## src/rtl/devstat_pkg.sv

```systemverilog
// Package: shared widths, bit positions and write mask of the device status word.
// Assumes an 8-bit status word; the flag ordering inside the interrupt vector is fixed here.
package devstat_pkg;
    localparam int STAT_W       = 8;
    localparam int NUM_EVT      = 3;
    // status word bit positions (decoded by the microcontroller)
    localparam int BIT_CONN     = 0;
    localparam int BIT_CONN_CHG = 1;
    localparam int BIT_SUSP     = 2;
    localparam int BIT_SUSP_CHG = 3;
    localparam int BIT_BUS_RST  = 4;
    // index of each event inside the flag / interrupt vector
    localparam int EVT_CONN     = 0;
    localparam int EVT_SUSP     = 1;
    localparam int EVT_RST      = 2;
    // software-writable bits of the status word
    localparam logic [STAT_W-1:0] RW_MASK = STAT_W'((1 << BIT_CONN) | (1 << BIT_SUSP));
endpackage

```

## src/rtl/devstat_flags.sv

```systemverilog
// Module: bank of sticky event flags that clear on read.
// Assumes set_i carries one-cycle pulses. clr_i is the read strobe; a set in the same
// cycle wins over the clear, so no event is lost.
module devstat_flags #(
    parameter int N = 3
) (
    input  logic         clk,
    input  logic         rst_n,
    input  logic [N-1:0] set_i,
    input  logic         clr_i,
    output logic [N-1:0] q_o
);
    for (genvar i = 0; i < N; i++) begin : g_flag
        // sticky flag: set has priority over clear-on-read
        always_ff @(posedge clk) begin
            if (!rst_n)
                q_o[i] <= 1'b0;
            else if (set_i[i])
                q_o[i] <= 1'b1;
            else if (clr_i)
                q_o[i] <= 1'b0;
        end

        assert_set_wins_R8: assert property (@(posedge clk) disable iff (!rst_n)
            set_i[i] |=> q_o[i]);
        assert_clear_on_read_R7: assert property (@(posedge clk) disable iff (!rst_n)
            (clr_i && !set_i[i]) |=> !q_o[i]);
    end
endmodule

```

## src/rtl/devstat_state.sv

```systemverilog
// Module: writable status bits (connect, suspend) and the default-state request.
// Assumes wr_hit is already qualified by the command code. Suspend and resume events
// override a software write of the suspend bit, and resume overrides suspend entry.
module devstat_state
    import devstat_pkg::*;
(
    input  logic              clk,
    input  logic              rst_n,
    input  logic              wr_hit,
    input  logic [STAT_W-1:0] wr_data,
    input  logic              susp_enter,
    input  logic              resume,
    input  logic              bus_rst,
    output logic [STAT_W-1:0] rw_o,
    output logic              go_default_o
);
    logic [STAT_W-1:0] rw_next;

    // next value: masked software write, then core events on the suspend bit
    always_comb begin
        rw_next = rw_o;
        if (wr_hit)
            rw_next = (rw_o & ~RW_MASK) | (wr_data & RW_MASK);
        if (resume)
            rw_next[BIT_SUSP] = 1'b0;
        else if (susp_enter)
            rw_next[BIT_SUSP] = 1'b1;
    end

    // state register for the writable bits
    always_ff @(posedge clk) begin
        if (!rst_n)
            rw_o <= '0;
        else
            rw_o <= rw_next;
    end

    // one-cycle default-state request following a bus reset
    always_ff @(posedge clk) begin
        if (!rst_n)
            go_default_o <= 1'b0;
        else
            go_default_o <= bus_rst;
    end

    assert_resume_clears_R5: assert property (@(posedge clk) disable iff (!rst_n)
        resume |=> !rw_o[BIT_SUSP]);
    assert_suspend_sets_R11: assert property (@(posedge clk) disable iff (!rst_n)
        (susp_enter && !resume) |=> rw_o[BIT_SUSP]);
    assert_write_conn_R3: assert property (@(posedge clk) disable iff (!rst_n)
        wr_hit |=> (rw_o[BIT_CONN] == $past(wr_data[BIT_CONN])));
endmodule

```

## src/rtl/devstat_irq.sv

```systemverilog
// Module: interrupt register view and request line.
// Assumes flags_i comes from registered sticky flags; the request is their OR, so it
// tracks the flags in the same cycle with no added latency.
module devstat_irq #(
    parameter int N = 3
) (
    input  logic         clk,
    input  logic         rst_n,
    input  logic [N-1:0] flags_i,
    input  logic         rd_hit,
    output logic [N-1:0] int_o,
    output logic         irq_o
);
    // interrupt register bits mirror the set flags; request is any of them
    always_comb begin
        int_o = flags_i;
        irq_o = |flags_i;
    end

    assert_irq_falls_on_read_R9: assert property (@(posedge clk) disable iff (!rst_n)
        $fell(irq_o) |-> $past(rd_hit));
endmodule

```

## src/rtl/devstat_reg.sv

```systemverilog
// Module: top of the device status register. Decodes the command code, assembles the
// status word, captures it on a read and wires events into flags and state.
// Assumes strobes and events are single-cycle pulses synchronous to clk.
module devstat_reg
    import devstat_pkg::*;
#(
    parameter logic [7:0] CMD_CODE = 8'hFE
) (
    input  logic              clk,
    input  logic              rst_n,
    input  logic [7:0]        cmd_code,
    input  logic              rd_stb,
    input  logic              wr_stb,
    input  logic [STAT_W-1:0] wr_data,
    input  logic              ev_bus_reset,
    input  logic              ev_suspend,
    input  logic              ev_resume,
    input  logic              ev_conn_chg,
    output logic [STAT_W-1:0] rd_data,
    output logic [NUM_EVT-1:0] int_flags,
    output logic              irq,
    output logic              conn_en,
    output logic              go_default
);
    logic                rd_hit, wr_hit;
    logic [NUM_EVT-1:0]  evt_set, flags;
    logic [STAT_W-1:0]   rw_bits, status;

    // command decode
    always_comb begin
        rd_hit = rd_stb && (cmd_code == CMD_CODE);
        wr_hit = wr_stb && (cmd_code == CMD_CODE);
    end

    // route core events into the flag vector
    always_comb begin
        evt_set           = '0;
        evt_set[EVT_CONN] = ev_conn_chg;
        evt_set[EVT_SUSP] = ev_suspend | ev_resume;
        evt_set[EVT_RST]  = ev_bus_reset;
    end

    devstat_flags #(.N(NUM_EVT)) u_flags (
        .clk   (clk),
        .rst_n (rst_n),
        .set_i (evt_set),
        .clr_i (rd_hit),
        .q_o   (flags)
    );

    devstat_state u_state (
        .clk          (clk),
        .rst_n        (rst_n),
        .wr_hit       (wr_hit),
        .wr_data      (wr_data),
        .susp_enter   (ev_suspend),
        .resume       (ev_resume),
        .bus_rst      (ev_bus_reset),
        .rw_o         (rw_bits),
        .go_default_o (go_default)
    );

    devstat_irq #(.N(NUM_EVT)) u_irq (
        .clk     (clk),
        .rst_n   (rst_n),
        .flags_i (flags),
        .rd_hit  (rd_hit),
        .int_o   (int_flags),
        .irq_o   (irq)
    );

    // assemble the status word from writable bits and flags
    always_comb begin
        status               = rw_bits & RW_MASK;
        status[BIT_CONN_CHG] = flags[EVT_CONN];
        status[BIT_SUSP_CHG] = flags[EVT_SUSP];
        status[BIT_BUS_RST]  = flags[EVT_RST];
    end

    // capture register for the microcontroller read
    always_ff @(posedge clk) begin
        if (!rst_n)
            rd_data <= '0;
        else if (rd_hit)
            rd_data <= status;
    end

    assign conn_en = rw_bits[BIT_CONN];

    assert_default_after_reset_R4: assert property (@(posedge clk) disable iff (!rst_n)
        go_default |-> $past(ev_bus_reset));
    assert_rd_holds_R10: assert property (@(posedge clk) disable iff (!rst_n)
        !rd_hit |=> $stable(rd_data));
endmodule

```

## config.mk

```make
export PLATFORM = sky130hd
export DESIGN_NAME = devstat_reg
export DESIGN_NICKNAME = d
export VERILOG_FILES = /design/src/rtl/devstat_pkg.sv /design/src/rtl/devstat_flags.sv /design/src/rtl/devstat_state.sv /design/src/rtl/devstat_irq.sv /design/src/rtl/devstat_reg.sv
export SDC_FILE = /design/constraint.sdc
export NUM_CORES = 1
export LEC_CHECK = 0
export BUFFER_PORTS_ARGS = -buffer_cell sky130_fd_sc_hd__buf_2
export CORE_AREA = 2 2 40 42
export DETAILED_ROUTE_END_ITERATION = 12
export DIE_AREA = 0 0 42 44
export PLACE_DENSITY_LB_ADDON = 0.25
export SYNTH_ARGS = -nofsm -noshare
export SYNTH_HDL_FRONTEND = slang
export SYNTH_SLANG_ARGS = --single-unit
```

## constraint.sdc

```tcl
create_clock -name clk -period 1.5 [get_ports clk]
set_input_delay 0.45 -clock clk [delete_from_list [all_inputs] [get_ports clk]]
set_output_delay 0.45 -clock clk [all_outputs]
set_load 0.01 [all_outputs]
```

# ---- Yosys cells after proc, flatten, opt, wreduce, memory -nomap -nowiden
# Cells that the tools add are included.
# W data, S select, Z words.
dict set report word_totals {
  regBits 17
  latch_bits 0
  ramBits 0
  rom_bits 0
  in_bits 24
  word_cells 25
  mem_count 0
}
dict set report op_classes {
  n_addsub 0
  mul 0
  n_div 0
  order_cmp 0
  eq_ne 1
  shift 0
  muxes 6
  bitwise 3
  n_reduce_logical 8
}
# operator count
set ops {}
lappend ops {{$eq A8 B8 Y1 const B} 1}
lappend ops {{$or A8 B3 Y8} 1}
lappend ops {{$reduce_bool A2 Y1} 4}
lappend ops {{$mux W1} 5}
lappend ops {{$mux W3} 1}
lappend ops {{$reduce_or A3 Y1} 1}
lappend ops {{$logic_and A1 B1 Y1} 2}
lappend ops {{$reduce_or A2 Y1} 1}
lappend ops {{$not A1 Y1} 1}
lappend ops {{$or A1 B1 Y1} 1}

# ---- Longest topological paths before layout
dict set report depth {
  ltp_word 4
  mapped_depth 3
}

# ---- Cells and area by module
# Synthesis repeated with hierarchy kept, for this count alone.
dict set report hier_totals {
  hier_cells 62
  hier_area_um2 566.8
}
# module n_inst cells_each area_each_um2 seq_area_each_um2
set modules_own_cells {}
lappend modules_own_cells {devstat_reg 1 32 280.3 100.1}
lappend modules_own_cells {devstat_state 1 17 156.4 60.1}
lappend modules_own_cells {devstat_flags 1 9 101.3 60.1}
lappend modules_own_cells {devstat_irq 1 4 28.8 0.0}

# ---- Least setup slack after synthesis
# Ideal clock, no wire load.
dict set report synth_timing {
  path_type {input port to flip-flop}
  startpoint {in cmd_code[0]}
  endpoint {reg u_state.rw_o[2]}
  t_arrival_ps 1215
  slack_ps 182
  cell_stages 3
  cell_sequence {nand4b_4 > o31a_1 > a2111oi_2}
}
dict set report synth_between {
  elab_chain_len 3
}
# element line
set synth_rtl {}
lappend synth_rtl {{from (decl)} devstat_reg.sv:11} ;# input logic [7:0] cmd_code,
lappend synth_rtl {{$eq A8 B8 Y1} devstat_reg.sv:32} ;# wr_hit = wr_stb && (cmd_code == CMD_CODE);
lappend synth_rtl {{$logic_and A1 B1 Y1} devstat_reg.sv:32}
lappend synth_rtl {{$reduce_bool A2 Y1 (no source line)} --}
lappend synth_rtl {{to (signal assigned)} devstat_state.sv:35} ;# rw_o <= rw_next;
lappend synth_rtl {{to (decl)} devstat_state.sv:14} ;# output logic [STAT_W-1:0] rw_o,
# Every way passes these cells.
# A chain may end at the register's enable or synchronous reset.

# ---- Final worst setup path
dict set report layout_timing {
  startpoint {reg u_flags.q_o[0]}
  endpoint {out irq}
}
dict set report layout_between {
  elab_chain_len 1
}
# element line
set layout_rtl {}
lappend layout_rtl {{from (decl)} devstat_flags.sv:11} ;# output logic [N-1:0] q_o
lappend layout_rtl {{from (signal, indexed assignment)} devstat_flags.sv:17} ;# q_o[i] <= 1'b0;
lappend layout_rtl {{from (signal, indexed assignment)} devstat_flags.sv:19} ;# q_o[i] <= 1'b1;
lappend layout_rtl {{from (signal, indexed assignment)} devstat_flags.sv:21} ;# q_o[i] <= 1'b0;
lappend layout_rtl {{$reduce_or A3 Y1} devstat_irq.sv:17} ;# irq_o = |flags_i;
lappend layout_rtl {{to (decl)} devstat_reg.sv:21} ;# output logic irq,
# Every way passes these cells.

==> results.txt <==
Vertical extent of the die = 44 um
Per-instance average area after synthesis = 9.494 sq um
Wire length of the first global-routing pass = 1.725 mm
Number of global-route vias before repair = 419
Via count = 465
Placer Congestion = 0.6863
Reported max-cap violation count = 0
Total count of hold-check failures in the final report = 0
CP Class = flip-flop to output port
Switching Share = 0.2436
Final worst path period share = 1.016
Quantity of hold-fixing buffers added after cts = 0
Final Max Slew Viols = 0
Maximum number of pins on one net before global-route repair = 16
H-tree depth = 1
Number of top-level design ports = 38
Area of placed instances = 660.6 sq um
Internal cell power = 0.4450 mW
Total routing usage reported by global routing = 0.1284
Proportion of power drawn by the clock network = 0.339
Post-route setup slack = -24.46 ps
Starting Density = 0.3413
Layout cells sized above 1 = 0.4588
Iteration-0 DRC Markers = 4
Post-synthesis sequential element count = 11
Violations in the final reports = setup timing
First-pass detailed-route iteration total = 5
Row count = 14
Setup repair after global routing missed its margin = yes
Num CTS Buffers = 3
Net load switching power = 0.1433 mW
Wire length per cell after detailed routing = 10.57 um
Leakage power summed over all cells = 0.3427 nW
Crit path capture type = output port
Fraction of synthesized cell area taken by the top area cell type = 0.4548
Largest cells by area after synthesis = dfxtp_1, mux2i_1, nand2_1
Run status = finished with violations
Via density per instance = 4.604
Post-layout net count = 110
CTS sink cnt = 11
Ratio of total power to cell area = 845.6 mW/mm^2
IR drop worst, VDD = 0.5650 mV
Worst-Skew Late Latency = 270 ps
Clock period minus worst slack = 1524 ps
Sequential cell fraction of total power = 0.524
Aggregate global routing overflow = 0
Arr. time, crit path = 1070 ps
Max Fclk = 656.0 MHz
Number of buffers on the longest clock path = 2
Synthesis-to-layout area growth = 43.67%
Worst hold path class = input pin to flip-flop
Endpoints failing setup = 1
Worst setup skew after layout = 0.7636 ps
Kind of launch point of the worst setup path = flip-flop
HPWL after DPL = 805.5 um
TritonCTS clock tree = yes
Largest driver fanout on the critical path = 2
Sequential fraction of the synthesis area = 0.4548
Clock tree root driver cell = clkbuf_4
Clock-pin transition on the worst setup and hold timing paths = 70 ps
Number of port buffers = 28
Area of all placed cells without fillers = 695.7 sq um
Non-filler cells in the finished layout = 101
Data required time of the worst path = 1050 ps
Cell Area, Synth = 484.2 sq um
Number of nets still failing antenna checks after routing = 0
Tot Pwr = 0.5883 mW
Number of standard cells after synthesis = 51
Drc violations = 0
Die extent in x = 42 um
YS warnings = 0
Die ar. = 0.001848 sq mm
Most common cell after layout, fill and taps aside = buf_2
Number of antenna violations at the first check in global routing = 0
Number of diodes = 0
Logic pwr share = 0.137
Pre-CTS WS = 20.75 ps
Number of distinct library cells after synthesis = 18
Post-Place Cells = 96
Leading cell types in the layout, fill and taps excluded = buf_2, nand2_1, dfxtp_1
Standard cell core area = 0.001419 sq mm
Biggest area consumer among synthesized cells = dfxtp_1
Total Wirelength = 1.068 mm
-- metrics by stage --
step | hold WS, ps | utilization | setup TNS, ps
CTS | 356.8 | 0.4903 | -29.16
finish | 355.4 | 0.4903 | -24.46
global route | 351.2 | 0.4903 | -85.19
detailed placement | 446.9 | 0.4656 | 0
global placement | 442.8 | 0.4656 | 0
floorplan | 438.4 | - | 0
-- power by group through the flow --
| stage | registers (mW) | clock network [mW] | logic, mW |
|---|---|---|---|
| after floorplan | 0.319 | 0 | 0.0362 |
| after global placement | 0.315 | 0 | 0.0753 |
| after detailed placement | 0.314 | 0 | 0.0774 |
| after CTS | 0.308 | 0.205 | 0.0817 |
| after global routing | 0.310 | 0.226 | 0.0890 |
| final | 0.308 | 0.199 | 0.0809 |
-- registers in the layout, summed over array words and instances, names as in the netlist --
register	flops
rd_data	5
u_flags.q_o	3
u_state.go_default_o	1
u_state.rw_o	2
-- cell usage after synthesis (all sizes together) --
cell	number
nand2	12
dfxtp	11
mux2i	6
buf	3
inv	3
o21ai	3
nor2	2
nor3	2
a2111oi	1
and2	1
clkbuf	1
conb	1
nand4	1
nand4b	1
o21bai	1
o31a	1
or3	1
-- cell type report --
class / instances / area [sq um]
Fill cell: 148 / 723.2
Tap cell: 16 / 20.02
Multi-Input combinational cell: 35 / 234.0
Sequential cell: 11 / 221.5
Timing Repair Buffer: 32 / 182.7
Clock buffer: 4 / 26.28
Inverter: 3 / 11.26
-- final timing paths --
check                  startpoint  depth (start not counted)  slack [ps]              end
hold reg to reg        rd_data[2]                          2         450       rd_data[2]
setup reg to reg  u_state.rw_o[2]                          3         610  u_state.rw_o[2]
hold / removal          ev_resume                          2         360  u_state.rw_o[2]
setup / recovery   u_flags.q_o[0]                          2         -20              irq
-- metal layers --
layer / GRT usage / wire length [um] / vias up
met5: 0 / 0 / -
met4: 0.09677 / 29 / 0
met3: 0.04167 / 126 / 5
met2: 0.1875 / 438 / 30
met1: 0.1570 / 473 / 197
li1: - / - / 233
-- critical path, cell delays in order (launching register included) --
cell and delay, ps:
dfxtp_2 320, or3_1 350, buf_2 140
-- cells by family after synthesis --
family | count (synthesis) | synth area share
AND/OR/NAND/NOR | 20 | 0.2403
multiplexers | 6 | 0.1240
buffers and inverters | 7 | 0.07751
other | 1 | 0.007745
flip-flops | 11 | 0.4548
AO/OA/AOI/OAI | 6 | 0.09560
-- what timing repair did --
item                                    4_1_cts  5_1_grt
buffers inserted                              1        0
gates resized for setup                       1        0
endpoints found under the setup margin        1        1
Note: power is estimated with default switching activity, not from simulation.
